## config.mk

```make
export PLATFORM = sky130hd
export DESIGN_NAME = tcs_xcvr
export DESIGN_NICKNAME = d
export VERILOG_FILES = /design/src/rtl/tcs_pkg.sv /design/src/rtl/tcs_clk_gate.sv /design/src/rtl/tcs_tx.sv /design/src/rtl/tcs_rx.sv /design/src/rtl/tcs_xcvr.sv
export SDC_FILE = /design/constraint.sdc
export NUM_CORES = 1
export LEC_CHECK = 0
export BUFFER_PORTS_ARGS = -buffer_cell sky130_fd_sc_hd__buf_2
export CAP_MARGIN = 0
export CORE_MARGIN = 4
export CORE_UTILIZATION = 40
export CTS_CLUSTER_SIZE = 8
export DETAILED_ROUTE_END_ITERATION = 10
export MAX_ROUTING_LAYER = met4
export PLACE_DENSITY = 0.65
export SETUP_SLACK_MARGIN = 0.5
export SYNTH_ARGS = -nofsm -noshare
export SYNTH_HDL_FRONTEND = slang
export SYNTH_HIERARCHICAL = 1
export SYNTH_SLANG_ARGS = --single-unit
```

## constraint.sdc

```tcl
create_clock -name clk_i -period 2 [get_ports clk_i]
set_input_delay 0.1 -clock clk_i [delete_from_list [all_inputs] [get_ports clk_i]]
set_output_delay 0.1 -clock clk_i [all_outputs]
set_load 0.1 [all_outputs]
```

## src/rtl/tcs_pkg.sv

```systemverilog
package tcs_pkg;
  typedef enum logic {SH_IDLE = 1'b0, SH_RUN = 1'b1} sh_state_e;

  function automatic int cnt_w(input int n);
    return (n <= 2) ? 1 : $clog2(n);
  endfunction
endpackage

```

## src/rtl/tcs_clk_gate.sv

```systemverilog
module tcs_clk_gate #(
  parameter int SYNC_STAGES = 2
) (
  input  logic clk_i,
  input  logic rst_ni,
  input  logic trig_i,
  input  logic arm_ok_i,
  input  logic clr_i,
  input  logic div2_i,
  output logic sync_o,
  output logic tick_o
);
  logic [SYNC_STAGES:0] trig_sh_q;
  logic                 sync_q, ph_q, accept;

  always_ff @(posedge clk_i or negedge rst_ni) begin
    if (!rst_ni) trig_sh_q <= '0;
    else         trig_sh_q <= {trig_sh_q[SYNC_STAGES-1:0], trig_i};
  end

  // edge seen on the synchronized copy, one stage behind for the compare
  assign accept = trig_sh_q[SYNC_STAGES-1] & ~trig_sh_q[SYNC_STAGES] & arm_ok_i & ~sync_q;

  always_ff @(posedge clk_i or negedge rst_ni) begin
    if (!rst_ni) begin
      sync_q <= 1'b0;
      ph_q   <= 1'b0;
    end else begin
      if (accept)     sync_q <= 1'b1;
      else if (clr_i) sync_q <= 1'b0;
      ph_q <= sync_q ? ~ph_q : 1'b0;
    end
  end

  assign sync_o = sync_q;
  assign tick_o = sync_q & (div2_i ? ph_q : 1'b1);
endmodule

```

## src/rtl/tcs_tx.sv

```systemverilog
module tcs_tx #(
  parameter int DATA_W = 8
) (
  input  logic              clk_i,
  input  logic              rst_ni,
  input  logic              tick_i,
  input  logic              wr_i,
  input  logic [DATA_W-1:0] data_i,
  input  logic              irq_sel_i,
  output logic              sdo_o,
  output logic              full_o,
  output logic              smp_o,
  output logic              pre_last_o,
  output logic              done_o,
  output logic              irq_o
);
  import tcs_pkg::*;
  localparam int CW = cnt_w(DATA_W);

  sh_state_e         state_q;
  logic [CW-1:0]     cnt_q;
  logic [DATA_W-1:0] buf_q, tsr_q;
  logic              full_q, irq_q, load, smp, last;

  assign load = tick_i & (state_q == SH_IDLE) & full_q;
  assign smp  = tick_i & (state_q == SH_RUN);
  assign last = smp & (cnt_q == CW'(DATA_W - 1));

  always_ff @(posedge clk_i or negedge rst_ni) begin
    if (!rst_ni) begin
      state_q <= SH_IDLE;
      cnt_q   <= '0;
      buf_q   <= '0;
      tsr_q   <= '0;
      full_q  <= 1'b0;
      irq_q   <= 1'b0;
    end else begin
      if (load) begin
        state_q <= SH_RUN;
        cnt_q   <= '0;
        tsr_q   <= buf_q;
      end else if (smp) begin
        cnt_q <= cnt_q + 1'b1;
        tsr_q <= {tsr_q[DATA_W-2:0], 1'b0};
        if (last) state_q <= SH_IDLE;
      end
      if (wr_i) buf_q <= data_i;
      if (wr_i)      full_q <= 1'b1;
      else if (load) full_q <= 1'b0;
      irq_q <= irq_sel_i ? last : load;
    end
  end

  assign sdo_o      = tsr_q[DATA_W-1];
  assign full_o     = full_q;
  assign smp_o      = smp;
  assign pre_last_o = smp & (cnt_q == CW'(DATA_W - 2));
  assign done_o     = last;
  assign irq_o      = irq_q;
endmodule

```

## src/rtl/tcs_rx.sv

```systemverilog
module tcs_rx #(
  parameter int DATA_W = 8
) (
  input  logic              clk_i,
  input  logic              rst_ni,
  input  logic              smp_i,
  input  logic              pre_last_i,
  input  logic              done_i,
  input  logic              sdi_i,
  input  logic              rd_i,
  output logic [DATA_W-1:0] data_o,
  output logic              full_o,
  output logic              ovr_o,
  output logic              irq_o
);
  logic [DATA_W-2:0] rsr_q;
  logic [DATA_W-1:0] buf_q;
  logic              full_q, ovr_q, irq_q;

  always_ff @(posedge clk_i or negedge rst_ni) begin
    if (!rst_ni) begin
      rsr_q  <= '0;
      buf_q  <= '0;
      full_q <= 1'b0;
      ovr_q  <= 1'b0;
      irq_q  <= 1'b0;
    end else begin
      if (smp_i) rsr_q <= {rsr_q[DATA_W-3:0], sdi_i};
      if (done_i) buf_q <= {rsr_q, sdi_i};
      if (done_i)    full_q <= 1'b1;
      else if (rd_i) full_q <= 1'b0;
      if (pre_last_i && full_q) ovr_q <= 1'b1;
      else if (rd_i)            ovr_q <= 1'b0;
      irq_q <= done_i & ~ovr_q;
    end
  end

  assign data_o = buf_q;
  assign full_o = full_q;
  assign ovr_o  = ovr_q;
  assign irq_o  = irq_q;
endmodule

```

## src/rtl/tcs_xcvr.sv

```systemverilog
module tcs_xcvr #(
  parameter int DATA_W      = 8,
  parameter int SYNC_STAGES = 2
) (
  input  logic              clk_i,
  input  logic              rst_ni,
  input  logic              trig_i,
  input  logic              tx_en_i,
  input  logic              rx_en_i,
  input  logic              div2_i,
  input  logic              tx_irq_sel_i,
  input  logic              sync_clr_i,
  input  logic              tx_wr_i,
  input  logic [DATA_W-1:0] tx_data_i,
  input  logic              rx_rd_i,
  input  logic              sdi_i,
  output logic              sdo_o,
  output logic [DATA_W-1:0] rx_data_o,
  output logic              sync_o,
  output logic              tx_full_o,
  output logic              rx_full_o,
  output logic              tx_irq_o,
  output logic              rx_irq_o,
  output logic              overrun_o
);
  logic tick, smp, pre_last, done, tx_full;

  tcs_clk_gate #(.SYNC_STAGES(SYNC_STAGES)) u_gate (
    .clk_i    (clk_i),
    .rst_ni   (rst_ni),
    .trig_i   (trig_i),
    .arm_ok_i (tx_en_i & rx_en_i & tx_full),
    .clr_i    (sync_clr_i),
    .div2_i   (div2_i),
    .sync_o   (sync_o),
    .tick_o   (tick)
  );

  tcs_tx #(.DATA_W(DATA_W)) u_tx (
    .clk_i      (clk_i),
    .rst_ni     (rst_ni),
    .tick_i     (tick),
    .wr_i       (tx_wr_i),
    .data_i     (tx_data_i),
    .irq_sel_i  (tx_irq_sel_i),
    .sdo_o      (sdo_o),
    .full_o     (tx_full),
    .smp_o      (smp),
    .pre_last_o (pre_last),
    .done_o     (done),
    .irq_o      (tx_irq_o)
  );

  tcs_rx #(.DATA_W(DATA_W)) u_rx (
    .clk_i      (clk_i),
    .rst_ni     (rst_ni),
    .smp_i      (smp),
    .pre_last_i (pre_last),
    .done_i     (done),
    .sdi_i      (sdi_i),
    .rd_i       (rx_rd_i),
    .data_o     (rx_data_o),
    .full_o     (rx_full_o),
    .ovr_o      (overrun_o),
    .irq_o      (rx_irq_o)
  );

  assign tx_full_o = tx_full;
endmodule

```

# [After elaboration in Yosys (flattened, before gate mapping)]
# Index checks and enable logic that the tools add are counted.
[word_totals] register_bits=45 in_bits=19 output_inout_bits=15 wordCells=59
[classes] addsub=1 eq_ne=2 muxes=17 bitwise=17 n_reduce_logical=8
[ops] operator="two-way mux 8 bit" n=2
[ops] operator="two-way mux 1 bit" n=13
[ops] operator="AND 1 bit" n=12
[ops] operator="nonzero test 2 bit" n=6
[ops] operator="== test 3 bit (second input constant)" n=2
[ops] operator="two-way mux 3 bit" n=2
[ops] operator="inverter 1 bit" n=5
[ops] operator="adder 3 x 1 -> 3 bit (second input constant)" n=1
[ops] operator="AND reduction 2 bit" n=1
[ops] operator="logical AND 1 bit" n=1

# [Longest topological paths before layout]
# Gate-level depths: netlist of run 1.
[depth] ltp_word=7 mapped_depth=6 mapped_depth_nobuf=6

# [By module]
# The synthesis of run 1 kept the hierarchy.
[by_module_without_submodules] mod="tcs_tx" n_inst=1 cells_per_inst=83 area_per_inst_um2=959.7 seq_area_each_um2=550.5
[by_module_without_submodules] mod="tcs_rx" n_inst=1 cells_per_inst=39 area_per_inst_um2=724.4 seq_area_each_um2=450.4
[by_module_without_submodules] mod="tcs_clk_gate" n_inst=1 cells_per_inst=10 area_per_inst_um2=160.2 seq_area_each_um2=125.1
[by_module_without_submodules] mod="tcs_xcvr" n_inst=1 cells_per_inst=1 area_per_inst_um2=6.3 seq_area_each_um2=0.0

# [Worst setup path after synthesis of run 1]
# Ideal clock, no wire load.
[synth_timing] kind="register to register" from="register u_gate.sync_q (netlist: u_gate/sync_o)" to="register u_rx.buf_q[0] (netlist: u_rx/data_o[0])" setup_time_ns=0.126 arrival_time_ns=2.177 required_ns=1.874 setup_slack_ns=-0.304 path_stages_with_launch=6 path_buffers=2 synth_period_minus_slack_ns=2.304 path_cell_list="dfrtp_1 -> a21boi_1 -> buf_6 -> and3_1 -> buf_6 -> mux2_4"
[synth_between] elab_chain_cells=3
[synth_rtl] element="from (decl)" line_no="tcs_clk_gate.sv:14" source="logic sync_q, ph_q, accept;"
[synth_rtl] element="from (signal assigned)" line_no="tcs_clk_gate.sv:26" source="sync_q <= 1'b0;"
[synth_rtl] element="from (signal assigned)" line_no="tcs_clk_gate.sv:29" source="if (accept) sync_q <= 1'b1;"
[synth_rtl] element="from (signal assigned)" line_no="tcs_clk_gate.sv:30" source="else if (clr_i) sync_q <= 1'b0;"
[synth_rtl] element="AND 1 bit" line_no="tcs_clk_gate.sv:36" source="assign tick_o = sync_q & (div2_i ? ph_q : 1'b1);"
[synth_rtl] element="via tick" line_no="tcs_xcvr.sv:26" source="logic tick, smp, pre_last, done, tx_full;"
[synth_rtl] element="AND 1 bit" line_no="tcs_tx.sv:26" source="assign smp = tick_i & (state_q == SH_RUN);"
[synth_rtl] element="AND 1 bit" line_no="tcs_tx.sv:27" source="assign last = smp & (cnt_q == CW'(DATA_W - 1));"
[synth_rtl] element="via done" line_no="tcs_xcvr.sv:26"
[synth_rtl] element="to (signal assigned)" line_no="tcs_rx.sv:29" source="if (done_i) buf_q <= {rsr_q, sdi_i};"
[synth_rtl] element="to (decl)" line_no="tcs_rx.sv:17" source="logic [DATA_W-1:0] buf_q;"
# The timed path passes the listed nets, and every way through them passes these cells.
# A chain may end at the register's enable or synchronous reset.

# [Worst setup path after layout of run 1]
[layout_timing] from="register u_tx.cnt_q[1]" to="register u_rx.buf_q[2] (netlist: u_rx/data_o[2])"
[layout_between] elab_chain_cells=2
[layout_rtl] element="from (decl)" line_no="tcs_tx.sv:21" source="logic [CW-1:0] cnt_q;"
[layout_rtl] element="from (signal assigned)" line_no="tcs_tx.sv:43" source="cnt_q <= cnt_q + 1'b1;"
[layout_rtl] element="== test 3 bit" line_no="tcs_tx.sv:27"
[layout_rtl] element="AND 1 bit" line_no="tcs_tx.sv:27"
[layout_rtl] element="via done" line_no="tcs_xcvr.sv:26"
# The timed path passes the listed nets, and every way through them passes these cells.

==> reports/qor.csv, run 1 <==
metric,value,unit
PD cells,994,nW/µm²
Total Wirelength,3.34,mm
Sequential Area,1130,µm²
"area leader, netlist",dfrtp_1,
post-synth net total,155,
"commonest non-fill, non-tap cell in the layout",dfrtp_1,
warnings from Yosys,6,
largest net degree at the start of global routing,39,
Multi-input gate area,692,µm²
flip-flop and latch count after synthesis,45,
layout cells sized above 1,0.438,
vias in the first global route,1189,
clock tree buffer depth,2,
final hold vios,0,
Routed Antenna Nets,0,
Crit. path cell count,4,
H-tree depth,2,
drt initial violations,65,
Top Family by Delay on Critical Path,flip-flops,
Die Wd,76.0,µm
Avg Synthesized Cell Area,13.9,µm²
fillers,400,
I/O pin count,34,
CP Capture Type,register,
Post-DP Area,2060,µm²
Peak Freq,0.706,GHz
Leakage Power,1.07,nW
max_cap viols,0,
critical path class,register to register,
CP Cell Sequence,ha_2 -> ha_4 -> and3_4 -> mux2_4,
synth unique cells,25,
Max Slew Vio Count,0,
"Max FO, Critical Path",6,
peak supply drop,0.774,mV
Yosys top cell area share,0.609,
Rows,24,
area grow syn2layout,20.6,%
post-route cell area,2230,µm²
core area,4410,µm²
status,completed,
"Buf+Inv Stages, Crit Path",0,
number of port buffers,33,
Starting Density,0.419,
CTS Root Cell,clkbuf_8,
first-pass GRT wire length,5.51,mm
Nets,198,
Tot GR Track Use,0.122,
final worst path period need,1.42,ns
die area,5780,µm²
WL/cell,14.7,µm
clk_lat worst skew,0.29,ns
relative slew slack,0.446,
unrepaired setup endpoints after global routing,false,
Sink Count,45,
via count,1183,
area of the mapped netlist,1850,µm²
via/cell ratio,5.19,
placer congestion estimate,0.751,
period utilization,0.708,
Critical Path Source Type,register,
die extent in y,76.0,µm
diode count,0,
fin util,0.506,
R2R cell count,4,
DR pass1 iterations,4,
clk slew on worst S/H paths,0.07,ns
Hold Path Cell Cnt,2,
CP max-delay cell,dfrtp_1,
Final Skew,0.00227,ns
final setup violation count,0,
CP max stage delay,0.38,ns
Worst EP arrival,1.59,ns
CP required,2.18,ns
Worst Tran Pin Value,0.831,ns
worst hold path type,primary input to register,
DRC errors left,0,
"commonest non-fill, non-tap cells in the layout","dfrtp_1 (43), buf_2 (33), mux2_4 (15)",
hpwl dp,2.30,mm
Cells after Synth,133,
post-synthesis sequential area ratio,0.609,
GRT overflow,0,
TritonCTS Buffers,5,
TNS Setup,0,ns
synth top area cells,"dfrtp_1 (61%), mux2_4 (12%), mux2_2 (4.9%)",
initial antenna violation count,0,
CTS tree,yes,
==> cells in the mapped netlist <==
cell and number:
mux2_4 15, o22ai_1 14, a22o_1 2, o21ai_0 1
a21oi_1 9, ha_1 3, a21boi_1 1, buf_6 4
dfrtp_1 45, nand2_1 3, buf_2 1, nand2_2 2
a21o_1 1, inv_1 5, mux2_2 8, nand3_1 2
and3_1 3, o21ai_1 5, inv_2 1, nor2_1 2
nor2b_1 2, mux2i_1 1, nand2b_1 1, nand3b_1 1
buf_4 1
==> report_power, final <==
group	switching (mW)	internal (mW)	total [mW]
combinational	0.249	0.218	0.467
clock	0.275	0.274	0.549
sequential	0.134	1.07	1.20
total	0.658	1.56	2.22
==> path summary, 6_finish.rpt <==
check,from,end,slack (ns)
min,tx_data_i[2],u_tx/buf_q[2],0.04
max in group asynchronous,rst_ni,u_tx/tsr_q[4],0.92
min reg2reg,u_gate/trig_sh_q[0],u_gate/trig_sh_q[1],0.35
max reg2reg,u_tx/cnt_q[1],u_rx/data_o[2],0.58
min in group asynchronous,rst_ni,u_rx/data_o[7],0.45
max,u_tx/cnt_q[1],u_rx/data_o[2],0.58
==> registers in the layout (all words and copies together), names as in the netlist, 3 cells and up <==
signal            flops
u_tx/cnt_q            3
u_tx/buf_q            8
u_rx/rsr_q            7
u_tx/tsr_q            8
u_rx/data_o           8
u_gate/trig_sh_q      3
==> final cells by class <==
| class | instances | area share |
|---|---|---|
| clock buffers | 7 | 0.0387 |
| well taps | 52 | 0.0291 |
| repair buffers | 41 | 0.104 |
| multi-input cells | 77 | 0.310 |
| flip-flops and latches | 45 | 0.507 |
| inverters | 6 | 0.0112 |
==> through the flow <==
stage,total power [mW],hold WS (ns),instances,worst slack (ns)
floorplan,1.52,-0.196,133,0.230
detailed placement,1.64,0.212,214,0.510
finish,2.22,0.0357,228,0.583
global placement,1.62,0.208,214,0.533
global route,2.34,0.0195,228,0.503
CTS,2.19,0.0296,225,0.493
==> cells by family (layout without fill, tap and decap cells) <==
| group | after synthesis | in the layout | share of synthesized area |
|---|---|---|---|
| AOI/OAI and AO/OA | 33 | 33 | 0.105 |
| buffers and inverters | 12 | 54 | 0.0433 |
| DFF | 45 | 45 | 0.609 |
| and+or+nand+nor | 16 | 17 | 0.0467 |
| adders and majority gates | 3 | 3 | 0.0203 |
| muxes | 24 | 24 | 0.176 |
==> metal layers <==
metal,up-vias,GRT usage,wire length (µm),share of wire
met2,35,0.188,1660,0.50
li1,566,-,-,-
met5,-,-,0,0
met4,0,0.0641,48,0.014
met3,5,0.0343,177,0.053
met1,577,0.145,1460,0.44
==> repair_timing <==
item                                    CTS  global route
endpoints found under the hold margin    39             0
hold buffers                              3             0
resized for setup                         0             6
endpoints found under the setup margin    8            17
cloned                                    0             1
pin swaps                                 0             0
buffers inserted                          1             2
(Power assumes the default switching activity.)
==> inputs of run 2 (changes only) <==
Settings changed: ABC_AREA set to 1.
Clock period 2 ns to 1.42 ns, I/O delays scaled along.
==> reports/qor.csv, run 2 <==
metric,value,unit,change
"commonest non-fill, non-tap cells in the layout","nand2_1 (91), dfrtp_1 (30), buf_2 (17)",,"was dfrtp_1 (43), buf_2 (33), mux2_4 (15)"
die area,5830,µm²,was 5780 µm²
Peak Freq,0.784,GHz,was 0.706 GHz
final worst path period need,1.27,ns,was 1.42 ns
drt initial violations,79,,was 65
core area,4440,µm²,was 4410 µm²
placer congestion estimate,0.751,,about the same
warnings from Yosys,6,,unchanged
Leakage Power,1.39,nW,was 1.07 nW
Die Wd,76.4,µm,was 76.0 µm
most common flop cell mapped by yosys,dfrtp_1,,unchanged
Cells after Synth,198,,was 133
flip-flop and latch count after synthesis,45,,unchanged
TritonCTS Buffers,5,,unchanged
Max Slew Vio Count,0,,unchanged
Rows,24,,unchanged
Async SR Flop Fraction,1.00,,unchanged
CP max-delay cell,dfrtp_4,,was dfrtp_1
relative slew slack,0.776,,was 0.446
DR pass1 iterations,4,,unchanged
fillers,375,,was 400
via count,1490,,was 1183
"area leader, netlist",dfrtp_1,,unchanged
final hold vios,0,,unchanged
Final Skew,0.00559,ns,was 0.00227 ns
cell mode on critical path,nand2_1,,
I/O pin count,34,,unchanged
initial antenna violation count,0,,unchanged
clk slew on worst S/H paths,0.08,ns,was 0.07 ns
clk_lat worst skew,0.30,ns,was 0.29 ns
peak supply drop,0.406,mV,was 0.774 mV
hpwl dp,2.38,mm,was 2.30 mm
post-synth net total,220,,was 155
number of port buffers,33,,unchanged
die extent in y,76.4,µm,was 76.0 µm
via/cell ratio,4.66,,was 5.19
Tot GR Track Use,0.148,,was 0.122
critical path class,register to register,,unchanged
CTS tree,yes,,unchanged
area of the mapped netlist,1870,µm²,was 1850 µm²
CP Capture Type,register,,unchanged
Yosys top cell area share,0.602,,was 0.609
max_cap viols,0,,unchanged
CP required,1.61,ns,was 2.18 ns
final setup violation count,0,,unchanged
post-route setup slack,0.145,ns,was 0.583 ns
Post-DP Area,2100,µm²,was 2060 µm²
clock tree buffer depth,2,,unchanged
pre-CTS worst setup slack,0.00785,ns,was 0.510 ns
Worst Tran Pin Value,0.335,ns,was 0.831 ns
Total Wirelength,3.99,mm,was 3.34 mm
Post-Layout Cell Count,320,,was 228
"Max FO, Critical Path",10,,was 6
synth top area cells,"dfrtp_1 (60%), nand2_1 (19%), buf_6 (2.4%)",,"was dfrtp_1 (61%), mux2_4 (12%), mux2_2 (4.9%)"
period utilization,0.898,,was 0.708
Avg Synthesized Cell Area,9.44,µm²,was 13.9 µm²
CP Cell Sequence,inv_2 -> a21oi_4 -> nand2_8 -> nor2_4 -> buf_12 -> inv_8 -> nand2_1 -> nand2_1,,was ha_2 -> ha_4 -> and3_4 -> mux2_4
unrepaired setup endpoints after global routing,true,,was false
Post-synth top cells,"nand2_1 (97), dfrtp_1 (45), inv_1 (10), nand3_1 (7), nand4_1 (7)",,"was dfrtp_1 (45), mux2_4 (15), o22ai_1 (14), a21oi_1 (9), mux2_2 (8)"
TNS Setup,0,ns,unchanged
first-pass GRT wire length,6.61,mm,was 5.51 mm
Critical Path Source Type,register,,unchanged
vias in the first global route,1510,,was 1189
WL/cell,12.5,µm,was 14.7 µm
"commonest non-fill, non-tap cell in the layout",nand2_1,,was dfrtp_1
CP max stage delay,0.42,ns,was 0.38 ns
diode count,0,,unchanged
Nets,289,,was 198
post-synthesis sequential area ratio,0.602,,was 0.609
R2R Setup Slk,0.15,ns,was 0.58 ns
Worst EP arrival,1.47,ns,was 1.59 ns
CTS Root Cell,clkbuf_8,,unchanged
PD cells,1010,nW/µm²,was 994 nW/µm²
Placed Cells incl. Taps,280,,was 214
H-tree depth,2,,unchanged
synth unique cells,22,,was 25
Sink Count,45,,unchanged
DRC errors left,0,,unchanged
largest net degree at the start of global routing,22,,was 39
GRT overflow,0,,unchanged
layout cells sized above 1,0.377,,was 0.438
status,completed,,unchanged
Starting Density,0.421,,was 0.419
post-route cell area,2730,µm²,was 2230 µm²
worst hold path type,primary input to register,,unchanged
Routed Antenna Nets,0,,unchanged
"count leader, synth",nand2_1,,was dfrtp_1
number of synthesized flops with an enable pin,0,,unchanged
area grow syn2layout,46.2,%,was 20.6%
[run 2: cell types whose count changed after synthesis, sizes merged, moves of 4 or more]
cell,delta
nand3,+6
mux2,-23
o22ai,-14
inv,+7
nand4,+7
nor2,+4
nand2,+95
a21oi,-8
[run 2: worst paths after layout]
check                                          from                   to  cells after the start
worst max-delay path                  u_gate/sync_o       u_rx/data_o[2]                      8
worst min-delay path                        tx_wr_i        u_tx/buf_q[3]                      3
worst max register to register        u_gate/sync_o       u_rx/data_o[2]                      8
worst min register to register  u_gate/trig_sh_q[0]  u_gate/trig_sh_q[1]                      0
max in group asynchronous                    rst_ni       u_rx/data_o[0]                      3
min in group asynchronous                    rst_ni          u_tx/full_o                      2
[run 2: report_power, final]
group / leakage [nW] / switching (mW) / internal [mW]
clock network: 0.0455 / 0.412 / 0.397
logic: 0.780 / 0.247 / 0.208
registers: 0.566 / 0.0934 / 1.40
total: 1.39 / 0.752 / 2.01
[run 2: area by class of cell]
class | count | area [µm²] | share of cell area
tap | 52 | 65.1 | 0.0238
timing repair inverter | 1 | 8.76 | 0.00321
multi-input combinational | 133 | 664 | 0.243
timing repair buffer | 67 | 679 | 0.249
sequential | 45 | 1150 | 0.421
clock buffer | 8 | 90.1 | 0.0330
inverter | 14 | 75.1 | 0.0275
[run 2: layer usage]
layer / GRT usage / wire [µm]
met3: 0.0284 / 153
met2: 0.242 / 2060
met1: 0.167 / 1660
met4: 0.0924 / 110
met5: - / 0
[run 2: critical path, delay by kind of cell, from the launching register on]
family | cells | cell delay (ns)
AO/OA/AOI/OAI | 1 | 0.19
buffers and inverters | 3 | 0.22
flip-flops | 1 | 0.42
AND/OR/NAND/NOR | 4 | 0.34
[run 2: stage by stage]
stage / hold slack (ns) / total power, mW / utilization
CTS: 0.0716 / 2.76 / 0.586
finish: 0.0762 / 2.76 / 0.615
global route: 0.0849 / 2.89 / 0.615
detailed placement: 0.0532 / 1.84 / 0.474
global placement: 0.0441 / 1.83 / 0.474
floorplan: -0.225 / 1.73 / -
[run 2: logic make-up after synthesis]
logic type / after synthesis / share of synthesized area
flops: 45 / 0.602
compound gates: 9 / 0.0395
buf+inv: 20 / 0.0616
simple gates: 121 / 0.276
fa+ha+maj: 3 / 0.0201
[run 2: what timing repair did]
action,CTS,global route
pin swaps,1,1
endpoints found under the hold margin,33,0
hold buffers,14,0
gates resized for setup,49,20
setup buffers,12,5
cloned,0,1
endpoints found under the setup margin,48,74
